**src/rtl/wdg_pkg.sv**
```systemverilog
package wdg_pkg;

   typedef enum logic {
      STAGE_FIRST  = 1'b0,
      STAGE_SECOND = 1'b1
   } wdg_stage_e;

endpackage

```
**src/rtl/wdg_reload_reg.sv**
```systemverilog
module wdg_reload_reg #(
   parameter int unsigned CNT_W       = 16,
   parameter int unsigned INIT_RELOAD = 1023
) (
   input  logic             clk,
   input  logic             rst_n,
   input  logic             sys_restart,
   input  logic             we,
   input  logic [CNT_W-1:0] wdata,
   output logic [CNT_W-1:0] value
);

   localparam logic [CNT_W-1:0] INIT_V = CNT_W'(INIT_RELOAD);

   // The power-on value wins over a write that lands in the reset-request cycle.
   always_ff @(posedge clk or negedge rst_n) begin
      if (!rst_n)           value <= INIT_V;
      else if (sys_restart) value <= INIT_V;
      else if (we)          value <= wdata;
   end

endmodule

```
**src/rtl/wdg_period_counter.sv**
```systemverilog
module wdg_period_counter #(
   parameter int unsigned CNT_W       = 16,
   parameter int unsigned INIT_RELOAD = 1023
) (
   input  logic             clk,
   input  logic             rst_n,
   input  logic             sys_restart,
   input  logic             restart,
   input  logic [CNT_W-1:0] load_val,
   output logic [CNT_W-1:0] count,
   output logic             at_zero
);

   localparam logic [CNT_W-1:0] INIT_V = CNT_W'(INIT_RELOAD);

   always_ff @(posedge clk or negedge rst_n) begin
      if (!rst_n)           count <= INIT_V;
      else if (sys_restart) count <= INIT_V;
      else if (restart)     count <= load_val;
      else                  count <= count - 1'b1;
   end

   assign at_zero = (count == '0);

endmodule

```
**src/rtl/wdg_escalation.sv**
```systemverilog
module wdg_escalation
   import wdg_pkg::*;
(
   input  logic       clk,
   input  logic       rst_n,
   input  logic       kick,
   input  logic       at_zero,
   input  logic       irq_clr,
   output logic       expire,
   output logic       fatal,
   output logic       irq,
   output logic       rst_req,
   output wdg_stage_e stage
);

   // An acknowledge in the zero cycle suppresses the expiry.
   assign expire = at_zero & ~kick;
   assign fatal  = expire & (stage == STAGE_SECOND);

   always_ff @(posedge clk or negedge rst_n) begin
      if (!rst_n) begin
         stage   <= STAGE_FIRST;
         irq     <= 1'b0;
         rst_req <= 1'b0;
      end else begin
         rst_req <= fatal;
         if (fatal) begin
            stage <= STAGE_FIRST;
            irq   <= 1'b0;
         end else begin
            if (kick)        stage <= STAGE_FIRST;
            else if (expire) stage <= STAGE_SECOND;
            // A new expiry takes precedence over a clear in the same cycle.
            if (expire)       irq <= 1'b1;
            else if (irq_clr) irq <= 1'b0;
         end
      end
   end

endmodule

```
**src/rtl/wdg_escalate.sv**
```systemverilog
module wdg_escalate
   import wdg_pkg::*;
#(
   parameter int unsigned CNT_W       = 16,
   parameter int unsigned INIT_RELOAD = 1023
) (
   input  logic             clk,
   input  logic             rst_n,
   input  logic             reload_we,
   input  logic [CNT_W-1:0] reload_wdata,
   input  logic             kick,
   input  logic             irq_clr,
   output logic             irq,
   output logic             rst_req
);

   generate
      if (CNT_W < 2 || CNT_W > 32) begin : g_bad_width
         $error("wdg_escalate: CNT_W must lie in 2..32");
      end
      if (INIT_RELOAD == 0 || (CNT_W < 32 && INIT_RELOAD >= (64'd1 << CNT_W))) begin : g_bad_init
         $error("wdg_escalate: INIT_RELOAD must be nonzero and fit in CNT_W bits");
      end
   endgenerate

   logic [CNT_W-1:0] reload_q;
   logic [CNT_W-1:0] count_q;
   logic             at_zero;
   logic             expire;
   logic             fatal;
   logic             restart;
   wdg_stage_e       stage_q;

   assign restart = kick | expire;

   wdg_reload_reg #(.CNT_W(CNT_W), .INIT_RELOAD(INIT_RELOAD)) u_reload (
      .clk         (clk),
      .rst_n       (rst_n),
      .sys_restart (fatal),
      .we          (reload_we),
      .wdata       (reload_wdata),
      .value       (reload_q)
   );

   wdg_period_counter #(.CNT_W(CNT_W), .INIT_RELOAD(INIT_RELOAD)) u_counter (
      .clk         (clk),
      .rst_n       (rst_n),
      .sys_restart (fatal),
      .restart     (restart),
      .load_val    (reload_q),
      .count       (count_q),
      .at_zero     (at_zero)
   );

   wdg_escalation u_escal (
      .clk     (clk),
      .rst_n   (rst_n),
      .kick    (kick),
      .at_zero (at_zero),
      .irq_clr (irq_clr),
      .expire  (expire),
      .fatal   (fatal),
      .irq     (irq),
      .rst_req (rst_req),
      .stage   (stage_q)
   );

endmodule

```
**config.mk**
```make
export PLATFORM = sky130hd
export DESIGN_NAME = wdg_escalate
export DESIGN_NICKNAME = d
export VERILOG_FILES = /design/src/rtl/wdg_pkg.sv /design/src/rtl/wdg_reload_reg.sv /design/src/rtl/wdg_period_counter.sv /design/src/rtl/wdg_escalation.sv /design/src/rtl/wdg_escalate.sv
export SDC_FILE = /design/constraint.sdc
export NUM_CORES = 1
export LEC_CHECK = 0
export BUFFER_PORTS_ARGS = -buffer_cell sky130_fd_sc_hd__buf_2
export CORE_MARGIN = 2
export CORE_UTILIZATION = 50
export CTS_CLUSTER_DIAMETER = 50
export DETAILED_ROUTE_END_ITERATION = 8
export PLACE_DENSITY = 0.77
export SLEW_MARGIN = 25
export SYNTH_ARGS = -nofsm -noshare
export SYNTH_HDL_FRONTEND = slang
export SYNTH_SLANG_ARGS = --single-unit
```
**constraint.sdc**
```tcl
create_clock -name clk -period 3.5 [get_ports clk]
set_input_delay 0.7 -clock clk [delete_from_list [all_inputs] [get_ports clk]]
set_output_delay 0.7 -clock clk [all_outputs]
set_load 0.02 [all_outputs]
```
# Word level (Yosys, flattened, before mapping)

Index checks and enable logic that the tools add are counted.

Register bits after elaboration: 35
Bits in latches: 0
RAM bits: 0
Bits in read-only memories: 0
Output and inout bits: 2
Logic and storage cells: 24
Memories: 0

$add $sub $neg: 1
Multipliers: 0
Div/mod/pow operators: 0
Order comparisons: 0
Eq/ne operators: 0
Shift-type cells: 0
Muxes and demuxes: 10
Bitwise operators: 4
Reduce and logical (&&, ||, !) cells: 4

Operators by type and width:

| cell                                                | count |
|---|---|
| two-way mux 16 bit                                  | 4 |
| zero test 16 bit                                    | 1 |
| subtractor 16 x 1 -> 16 bit (second input constant) | 1 |
| two-way mux 1 bit                                   | 6 |
| nonzero test 3 bit                                  | 2 |
| AND 1 bit                                           | 2 |
| nonzero test 2 bit                                  | 1 |
| NOT 1 bit                                           | 1 |
| bitwise OR 1 bit                                    | 1 |

# Longest topological paths before layout

Gate-level depths: netlist of the first run.

Depth after elaboration: 5
Depth in mapped cells: 8
Depth with buffers taken out: 7

# By module

From an unflattened synthesis of the first run, not the netlist that was laid out.

Cell total of the unflattened synthesis: 159
Area total of the unflattened synthesis: 1,756.7 um2

By module, submodules not included:

| module             | times used | cells each | area each (um2) | sequential area each (um2) |
|---|---|---|---|---|
| wdg_period_counter | 1          | 97         | 933.4           | 412.9 |
| wdg_reload_reg     | 1          | 52         | 691.9           | 412.9 |
| wdg_escalation     | 1          | 9          | 125.1           | 75.1 |
| wdg_escalate       | 1          | 1          | 6.3             | 0.0 |

# Worst setup path before layout of the first run

Ideal clock, no wire load.

Path type: input to register
From: input port reload_we
To: register u_reload.value[0]
Setup time: 0.081 ns
Arrival: 1.777 ns
Data required time: 3.419 ns
Path slack: 1.642 ns
Stages on the path: 4
Cell sequence: clkbuf_1 clkbuf_1 mux2i_1 nand2_1

Longest elaborated chain between the ends: 1

RTL lines:

| what                                | RTL line             | source |
|---|---|---|
| from (decl)                         | wdg_escalate.sv:9    | `input logic reload_we,` |
| nonzero test 2 bit (no source line) | --                   |  |
| to (signal assigned)                | wdg_reload_reg.sv:19 | `else if (we) value <= wdata;` |
| to (decl)                           | wdg_reload_reg.sv:10 | `output logic [CNT_W-1:0] value` |

Every way passes these cells.
A chain may end at the register's enable or synchronous reset.

# Worst setup path in the final report of the first run

From: register u_counter.count[0]
To: register u_reload.value[13]

Longest elaborated chain between the ends: 4

RTL lines:

| what                                                            | RTL line                 | source |
|---|---|---|
| from (decl)                                                     | wdg_period_counter.sv:10 | `output logic [CNT_W-1:0] count,` |
| from (signal assigned)                                          | wdg_period_counter.sv:19 | `else if (restart) count <= load_val;` |
| from (signal assigned)                                          | wdg_period_counter.sv:20 | `else count <= count - 1'b1;` |
| zero test 16 bit (*)                                            | wdg_period_counter.sv:23 | `assign at_zero = (count == '0);` |
| AND 1 bit (*)                                                   | wdg_escalation.sv:17     | `assign expire = at_zero & ~kick;` |
| AND 1 bit (*)                                                   | wdg_escalation.sv:18     | `assign fatal = expire & (stage == STAGE_SECOND);` |
| via fatal                                                       | wdg_escalate.sv:30       | `logic fatal;` |
| two-way mux 16 bit / nonzero test 2 bit (equally long branches) | --                       |  |

Mark *: on every way through the listed nets, which the timed path passes. The rest lies on a longest branch.

==> results of run 1 <==
## stage by stage
step / hold WS (ns) / util (%)
floorplan: 0.404 / -
global placement: 0.490 / 55.9
detailed placement: 0.495 / 55.9
CTS: 0.432 / 57.4
global route: 0.465 / 57.5
finish: 0.420 / 57.5
## final cells by class
type	instances	area, um2	area share (%)
Clock buffer	7	45.0	2.38
Clock inverter	1	5.00	0.265
Inverter	3	11.3	0.596
Multi-Input combinational cell	107	759	40.2
Sequential cell	35	901	47.7
Tap cell	46	57.6	3.05
Timing Repair Buffer	22	110	5.83
## synth_stat cells
cell / count / area share (%)
a21oi_1: 9 / 2.7
a22o_1: 6 / 3.1
a31oi_1: 1 / 0.37
a41oi_1: 1 / 0.52
buf_2: 3 / 0.89
clkbuf_1: 2 / 0.44
dfrtp_1: 15 / 22
dfstp_2: 20 / 31
ha_1: 2 / 1.5
inv_1: 2 / 0.44
inv_2: 1 / 0.22
mux2i_1: 16 / 9.5
nand2_1: 12 / 2.7
nand3_1: 2 / 0.59
nand3b_1: 1 / 0.44
nand4_1: 3 / 1.1
nand4_2: 1 / 0.74
nand4b_1: 2 / 1.0
nor2_1: 21 / 4.7
nor2b_1: 2 / 0.74
nor3_1: 1 / 0.30
nor3_4: 1 / 0.96
nor3b_1: 1 / 0.44
nor4_1: 2 / 0.74
nor4_2: 1 / 0.74
nor4_4: 1 / 1.3
nor4b_2: 1 / 0.89
o21ai_0: 1 / 0.30
o21bai_1: 1 / 0.44
o31ai_1: 2 / 0.89
or3b_1: 1 / 0.52
or4_1: 1 / 0.44
xnor2_1: 9 / 4.7
xor2_1: 5 / 2.6
## cells in the final DEF (no fill, tap or decap), types with 5 or more instances in the layout
master,n
buf_2,22
nor2_1,21
xor2_1,5
dfstp_2,20
nand2_1,12
xnor2_1,9
clkbuf_4,5
a22o_1,6
dfrtp_1,15
a21oi_1,9
mux2i_1,16
## worst max path at each step
stage,startpoint,slack [ns],cells after the start,to
final,u_counter.count[0],1.36,7,u_reload.value[13]
after global routing,u_counter.count[0],1.17,7,u_reload.value[13]
after CTS,u_counter.count[0],1.16,6,u_counter.count[14]
after detailed placement,u_counter.count[0],1.19,6,u_counter.count[14]
after global placement,u_counter.count[0],1.28,6,u_counter.count[14]
after floorplan,reload_we,1.64,4,u_reload.value[0]
## worst max-delay path, delay by kind of cell (launching register included)
family                     cells  cell delay (ns)
and+or+nand+nor                4             1.19
adders and majority gates      1             0.15
DFF                            1             0.40
buffers and inverters          2             0.29
## routing by layer
metal	part of all wire, %	wire (um)
met5	0	0
met3	4.0	132
met4	1.5	48
met1	45	1480
met2	49	1620
## kinds of logic (layout without fill, tap and decap cells)
| group | Yosys count | count (layout) | synth area share [%] |
|---|---|---|---|
| compound gates | 21 | 21 | 8.28 |
| xor+xnor | 14 | 14 | 7.25 |
| fa+ha+maj | 2 | 2 | 1.48 |
| buf+inv | 8 | 33 | 2.00 |
| flops | 35 | 35 | 53.3 |
| mux | 16 | 16 | 9.47 |
| simple gates | 54 | 54 | 18.3 |
## registers in the layout, summed over array words and instances (netlist names)
name	count
u_escal.irq	1
u_escal.rst_req	1
u_counter.count	16
u_escal.stage	1
u_reload.value	16
## power groups by stage
stage	Combinational, uW	Clock, uW	Sequential, uW
final	124	207	520
after global routing	143	232	527
after CTS	126	215	518
after detailed placement	125	0	525
after global placement	117	0	521
after floorplan	89.9	0	513
==> reports/metrics.csv, run 1 <==
stage;metric;value;unit
critical_path;timing.rr.end;u_reload.value[13];
timing;hold_viol;0;
clock_network;cts_root_buf;clkbuf_4;
clock_network;clock-sinks;35;
clock_network;ctsResizeCount;0;
critical_path;rrSetupSlack;1.36;ns
global_routing;grt_usage;19.9;%
pwr;p_clk_share;24.3;%
final_layout;final_nets;197;
routing;drt.antenna.violating_nets;0;
pwr;p_comb_share;14.6;%
logic_synthesis;synth-seq-cells;35;
critical_path;critical_path_required;3.73;ns
global_routing;grt_util_met2;32.1;%
critical_path;crit_slowest_cell;or3b_1;
placed_design;dp_cells;213;
clock_network;h-tree-depth;2;
pwr;power_leakage;0.000844;uW
logic_synthesis;yosysWarnings;0;
timing;worstMarginPinSlew;0.869;ns
global_routing;grt_overflow;0;
routing;first_pass_iters;4;
floorplanning;die_h;62.2;um
clock_network;clk_path_buf_depth;2;
placed_design;preCtsSetupSlack;1.19;ns
critical_path;critPathMaxFanout;11;
routing;drc;0;
floorplanning;ioPinCount;23;
clock_network;cts.clk_slew.worst_paths;0.10;ns
global_routing;grt_pass1_wl;5960;um
timing;skew;0.00570;ns
job;max-cap-violations;0;
logic_synthesis;syn_area_per_cell;11.3;um2
clock_network;cts_tree;built;
floorplanning;start_util;51.5;%
critical_path;reg2reg_from;u_counter.count[0];
final_layout;area.growth.synth_to_final;11.7;%
global_routing;grt_pass1_vias;1292;
outcome;status;finished, final reports clean;
critical_path;worst-setup-path-type;reg -> reg;
timing;worst_slack;1.36;ns
pwr;irDropWorstVdd;0.250;mV
final_layout;fillers;284;
critical_path;cpPeakStageDelay;0.64;ns
pwr;p_seq_share;61.1;%
clock_network;cts_hold_buf;0;
timing;setup_tns;0;ns
routing;vias_per_cell;5.38;
timing;min_period;2.14;ns
final_layout;stdcell_count;221;
critical_path;crit_chain;inv_1 > ha_1 > nor4b_2 > nand4_2 > or3b_1 > inv_2 > nor2_1;
logic_synthesis;ys_seq_area_share;53.3;%
routing;totalWireLength;3280;um
floorplanning;std_cell_rows;21;
logic_synthesis;synth_fp_nets;173;
global_routing;grt_max_degree;36;
pwr;power.total;851;uW
global_routing;antenna_found_initial;0;
clock_network;numCtsBuffers;5;
placed_design;io_buffers;22;
placed_design;placement.cell_area;0.00184;mm2
timing;maxSlewHeadroom;41.9;%
timing;slew_viol_final;0;
routing;drt_iter0_markers;32;
hold_path;hold_path.class;in -> async;
pwr;p_per_area;450;mW/mm2
timing;rsz0062_at_grt;no;
timing;setup_viol;0;
placed_design;hpwlAfterDp;2300;um
timing;max_freq;468;MHz
critical_path;worstPathArrival;2.37;ns
final_layout;drive_above_1_share;31.4;%
routing;wl_per_cell;14.8;um
routing;vias;1189;
final_layout;num_antenna_cells;0;
global_routing;use_met3;6.70;%
floorplanning;die_width;62.2;um
critical_path;start_kind;flop;
global_routing;top_usage_layer;met2;
pwr;p_int;610;uW
logic_synthesis;synth_cell_types;34;
global_routing;grt_use_met1;24.8;%
timing;finalCritPeriodShare;61.1;%
floorplanning;core-area;0.00328;mm2
critical_path;end_kind;flop;
critical_path;worst_r2r_path_depth;7;
floorplanning;die_area;0.00386;mm2
clock_network;postCtsSetupBuffers;0;
logic_synthesis;synth_cells;150;
pwr;p_sw;241;uW
clock_network;clock_latency;0.34;ns
final_layout;fin_area;0.00189;mm2
pwr;switching_share;28.3;%
logic_synthesis;syn_area;0.00169;mm2
placed_design;place.gp.congestion;0.794;
(Power assumes the default switching activity.)
==> run 2, diff against run 1 <==
==> constraint.sdc (replaced) <==
create_clock -name clk -period 2.1 [get_ports clk]
set_input_delay 0.42 -clock clk [delete_from_list [all_inputs] [get_ports clk]]
set_output_delay 0.42 -clock clk [all_outputs]
set_load 0.02 [all_outputs]
==> reports/metrics.csv, run 2 (same netlist as run 1, synthesis figures left out) <==
stage;metric;value;unit
outcome;status;finished, final reports clean;
floorplanning;die_area;0.00386;mm2
floorplanning;start_util;51.5;%
timing;slew_viol_final;0;
timing;setup_tns;0;ns
clock_network;clock_latency;0.35;ns
critical_path;end_kind;flop;
critical_path;critical_path_required;2.35;ns
routing;drt_iter0_markers;92;
timing;rsz0062_at_grt;no;
routing;drc;0;
floorplanning;die_h;62.2;um
routing;totalWireLength;3260;um
placed_design;io_buffers;22;
global_routing;antenna_found_initial;0;
routing;first_pass_iters;4;
timing;holdWs;0.135;ns
final_layout;final_nets;204;
pwr;p_clk_share;24.7;%
critical_path;worstPathArrival;2.17;ns
timing;worstMarginPinSlew;0.770;ns
critical_path;worst-setup-path-type;reg -> reg;
pwr;p_comb_share;15.3;%
clock_network;numCtsBuffers;5;
global_routing;grt_max_degree;36;
critical_path;crit_chain;inv_1 > ha_1 > nor4b_4 > nand4_2 > buf_4 > or3b_4 > inv_2 > nor2_1;
placed_design;hpwlAfterDp;2320;um
global_routing;grt_pass1_wl;5730;um
floorplanning;std_cell_rows;21;
floorplanning;ioPinCount;23;
placed_design;preCtsSetupSlack;-0.0878;ns
clock_network;cts_tree;built;
routing;drt.antenna.violating_nets;0;
clock_network;cts_hold_buf;0;
pwr;p_seq_share;60.0;%
pwr;p_sw;422;uW
routing;vias;1217;
final_layout;multi_input_area;785;um2
timing;finalCritPeriodShare;91.5;%
clock_network;postCtsSetupBuffers;0;
pwr;power_leakage;0.000885;uW
timing;maxSlewHeadroom;48.6;%
routing;vias_per_cell;5.34;
clock_network;clk_path_buf_depth;2;
floorplanning;core-area;0.00328;mm2
global_routing;grt_overflow;0;
critical_path;crit_slowest_cell;or3b_4;
critical_path;rrSetupSlack;0.18;ns
final_layout;fin_area;0.00197;mm2
critical_path;critPathMaxFanout;7;
clock_network;cts.clk_slew.worst_paths;0.11;ns
job;max-cap-violations;0;
timing;max_freq;520;MHz
global_routing;grt_pass1_vias;1218;
floorplanning;die_width;62.2;um
final_layout;num_antenna_cells;0;
global_routing;grt_usage;19.6;%
critical_path;cpPeakStageDelay;0.44;ns
final_layout;fillers;277;
critical_path;cpLargestDelayFamily;simple AND/OR/NAND/NOR gates;
timing;min_period;1.92;ns
placed_design;place.gp.congestion;0.778;
placed_design;placement.cell_area;0.00189;mm2
pwr;p_per_area;735;mW/mm2
critical_path;critPathBufInv;3;
timing;hold_viol;0;
clock_network;h-tree-depth;2;
pwr;irDropWorstVdd;0.478;mV
timing;worst_slack;0.178;ns
timing;skew;0.00726;ns
timing;setup_viol;0;
final_layout;layout_commonest_cell;buf_2;
pwr;p_int;1030;uW
routing;wl_per_cell;14.3;um
pwr;switching_share;29.1;%
clock_network;clock-sinks;35;
final_layout;area.growth.synth_to_final;16.5;%
clock_network;cts_root_buf;clkbuf_4;
final_layout;final_util;60.0;%
final_layout;largestRegisters;u_counter.count x16, u_reload.value x16;
final_layout;drive_above_1_share;35.7;%
hold_path;hold_path.class;in -> async;
final_layout;final_cell_mix;22 x buf_2, 21 x nor2_1, 20 x dfstp_2;
final_layout;regArea;901;um2
critical_path;start_kind;flop;
## run 2: changes by cell type in the layout (fill, tap and decap cells not counted), sizes merged
cell      change
clkbuf        -1
clkinvlp      +1
buf           +7
## run 2: power by group through the flow
| stage | sequential [uW] | clock [uW] | combinational (uW) |
|---|---|---|---|
| 2_1_floorplan | 856 | 0 | 150 |
| 3_3_place_gp | 868 | 0 | 206 |
| 3_5_place_dp | 873 | 0 | 217 |
| 4_1_cts | 862 | 370 | 219 |
| 5_1_grt | 884 | 403 | 252 |
| 6_report | 870 | 358 | 221 |
## run 2: worst paths after layout
check,end,startpoint,cells past startpoint
max,u_reload.value[12],u_counter.count[0],8
min,u_escal.stage,rst_n,1
max reg2reg,u_reload.value[12],u_counter.count[0],8
min reg2reg,u_counter.count[4],u_reload.value[4],2
max in group asynchronous,u_counter.count[10],rst_n,1
min in group clk,u_reload.value[2],reload_wdata[2],3
## run 2: layout make-up
| type | instances | share of cell area (%) |
|---|---|---|
| Timing Repair Buffer | 29 | 8.25 |
| Multi-Input combinational cell | 107 | 39.8 |
| Sequential cell | 35 | 45.7 |
| Inverter | 3 | 0.571 |
| Clock buffer | 6 | 2.10 |
| Clock inverter | 2 | 0.635 |
| Tap cell | 46 | 2.92 |
## run 2: stage by stage
step	instances	total power, uW
2_1_floorplan	150	1010
3_3_place_gp	220	1070
3_5_place_dp	220	1090
4_1_cts	228	1450
5_1_grt	228	1540
6_report	228	1450
## run 2: what timing repair did
| item | CTS | global route |
|---|---|---|
| cloned | 0 | 0 |
| setup endpoints to repair | 16 | 16 |
| pin swaps | 0 | 0 |
| resized for setup | 1 | 4 |
## run 2: per-layer routing
metal  up-vias  part of all wire [%]  GRT usage, %
met5         -                     0             0
met4         0                   2.5          10.6
met3         6                   4.0          6.70
met2        23                    49          30.0
met1       596                    45          24.7
li1        592                     -             -
==> run 3, diff against run 2 <==
--- a/config.mk
+++ b/config.mk
@@ -7,10 +7,10 @@
 export LEC_CHECK = 0
 export BUFFER_PORTS_ARGS = -buffer_cell sky130_fd_sc_hd__buf_2
 export CORE_MARGIN = 2
-export CORE_UTILIZATION = 50
+export CORE_UTILIZATION = 52
 export CTS_CLUSTER_DIAMETER = 50
 export DETAILED_ROUTE_END_ITERATION = 8
-export PLACE_DENSITY = 0.77
+export PLACE_DENSITY = 0.79
 export SLEW_MARGIN = 25
 export SYNTH_ARGS = -nofsm -noshare
 export SYNTH_HDL_FRONTEND = slang
==> reports/metrics.csv, run 3 (same netlist as run 1, synthesis figures left out) <==
stage;metric;value;unit
outcome;status;finished, final reports clean;
pwr;irDropWorstVdd;0.497;mV
timing;worstMarginPinSlew;0.752;ns
clock_network;cts.clk_slew.worst_paths;0.11;ns
job;max-cap-violations;0;
timing;min_period;1.91;ns
clock_network;clock_latency;0.35;ns
floorplanning;std_cell_rows;20;
final_layout;final_nets;204;
floorplanning;core-area;0.00308;mm2
critical_path;worst-setup-path-type;reg -> reg;
placed_design;placement.cell_area;0.00189;mm2
placed_design;place.gp.congestion;0.809;
pwr;p_per_area;732;mW/mm2
timing;skew;0.0116;ns
critical_path;worstPathArrival;2.14;ns
final_layout;final_util;63.5;%
timing;slew_viol_final;0;
critical_path;cpPeakStageDelay;0.44;ns
global_routing;grt_usage;21.0;%
routing;drt_iter0_markers;39;
critical_path;critPathMaxFanout;7;
clock_network;clock-sinks;35;
global_routing;antenna_found_initial;0;
critical_path;crit_slowest_cell;or3b_4;
routing;vias;1218;
placed_design;io_buffers;22;
timing;maxSlewHeadroom;49.9;%
floorplanning;die_area;0.00373;mm2
routing;first_pass_iters;4;
floorplanning;start_util;55.0;%
critical_path;reg2reg_from;u_counter.count[1];
routing;drt.antenna.violating_nets;0;
final_layout;final_cell_mix;22 x buf_2, 21 x nor2_1, 20 x dfstp_2;
hold_path;hold_path.class;in -> async;
clock_network;clk_path_buf_depth;2;
routing;vias_per_cell;5.39;
timing;hold_viol;0;
global_routing;grt_max_degree;36;
final_layout;area.growth.synth_to_final;15.6;%
final_layout;layout_commonest_cell;buf_2;
global_routing;grt_pass1_wl;5660;um
global_routing;grt_pass1_vias;1214;
critical_path;crit_chain;inv_1 > ha_1 > nor4b_2 > nand4_2 > buf_4 > or3b_4 > inv_2 > nor2_1;
timing;setup_tns;0;ns
critical_path;rrSetupSlack;0.19;ns
timing;rsz0062_at_grt;no;
routing;totalWireLength;3230;um
routing;drc;0;
placed_design;hpwlAfterDp;2340;um
final_layout;drive_above_1_share;35.2;%
clock_network;cts_root_buf;clkbuf_4;
clock_network;cts_hold_buf;0;
final_layout;fin_area;0.00196;mm2
floorplanning;die_width;61.0;um
critical_path;timing.rr.end;u_reload.value[12];
timing;finalCritPeriodShare;90.8;%
critical_path;critical_path_required;2.33;ns
critical_path;worst_r2r_path_depth;8;
clock_network;numCtsBuffers;5;
pwr;power_leakage;0.000882;uW
clock_network;h-tree-depth;2;
global_routing;grt_overflow;0;
critical_path;start_kind;flop;
final_layout;largestRegisters;u_counter.count x16, u_reload.value x16;
timing;max_freq;524;MHz
floorplanning;die_h;61.0;um
floorplanning;ioPinCount;23;
timing;setup_viol;0;
clock_network;cts_tree;built;
routing;wl_per_cell;14.3;um
final_layout;num_antenna_cells;0;
critical_path;end_kind;flop;
[run 3: cell count changes in the layout (fill, tap and decap cells not counted)]
cell	change
clkbuf_1	+1
clkinvlp_4	-1
nor4b_2	+1
nor4b_4	-1
[run 3: metal layers]
metal / global-route usage (%) / part of all wire (%)
met5: 0 / 0
met4: 8.07 / 1.6
met3: 5.67 / 4.8
met2: 33.4 / 49
met1: 27.6 / 45
[run 3: how the worst max path moves through the flow]
stage / cells past startpoint / from / slack (ns) / endpoint
floorplan: 6 / u_counter.count[0] / 0.35 / u_counter.count[3]
CTS: 6 / u_counter.count[13] / 0.01 / u_reload.value[12]
global route: 8 / u_counter.count[1] / 0.06 / u_reload.value[12]
global placement: 6 / u_counter.count[1] / -0.02 / u_counter.count[14]
detailed placement: 6 / u_counter.count[1] / -0.09 / u_counter.count[14]
finish: 8 / u_counter.count[1] / 0.19 / u_reload.value[12]
[run 3: where the power goes]
part | switching [uW] | leakage [uW] | internal, uW
Combinational | 107 | 0.000457 | 112
Clock | 214 | 0.0000293 | 130
Sequential | 84.5 | 0.000396 | 784
[run 3: what timing repair did]
action,4_1_cts,5_1_grt
endpoints found under the setup margin,16,12
setup buffers,0,0
gates resized for setup,2,2
[run 3: cell type report]
type / instances / area [um2]
well taps: 44 / 55.1
flip-flops and latches: 35 / 901
repair buffers: 29 / 163
multi-input cells: 107 / 776
clock inverters: 1 / 5.00
clock buffers: 7 / 45.0
fillers: 248 / 1120
inverters: 3 / 11.3
[run 3: worst max-delay path, delay by kind of cell (launching register included)]
family	cells	cell delay [ns]
and+or+nand+nor	4	0.90
DFF	1	0.39
adders and majority gates	1	0.13
buffers and inverters	3	0.37
[run 3: metrics by stage]
step	cells	setup WS (ns)	hold WS, ns	total power, uW
after floorplan	150	0.354	0.124	1010
after global placement	218	-0.0176	0.491	1070
after detailed placement	218	-0.0937	0.493	1090
after CTS	226	0.0130	0.153	1440
after global routing	226	0.0631	0.174	1520
final	226	0.192	0.137	1430
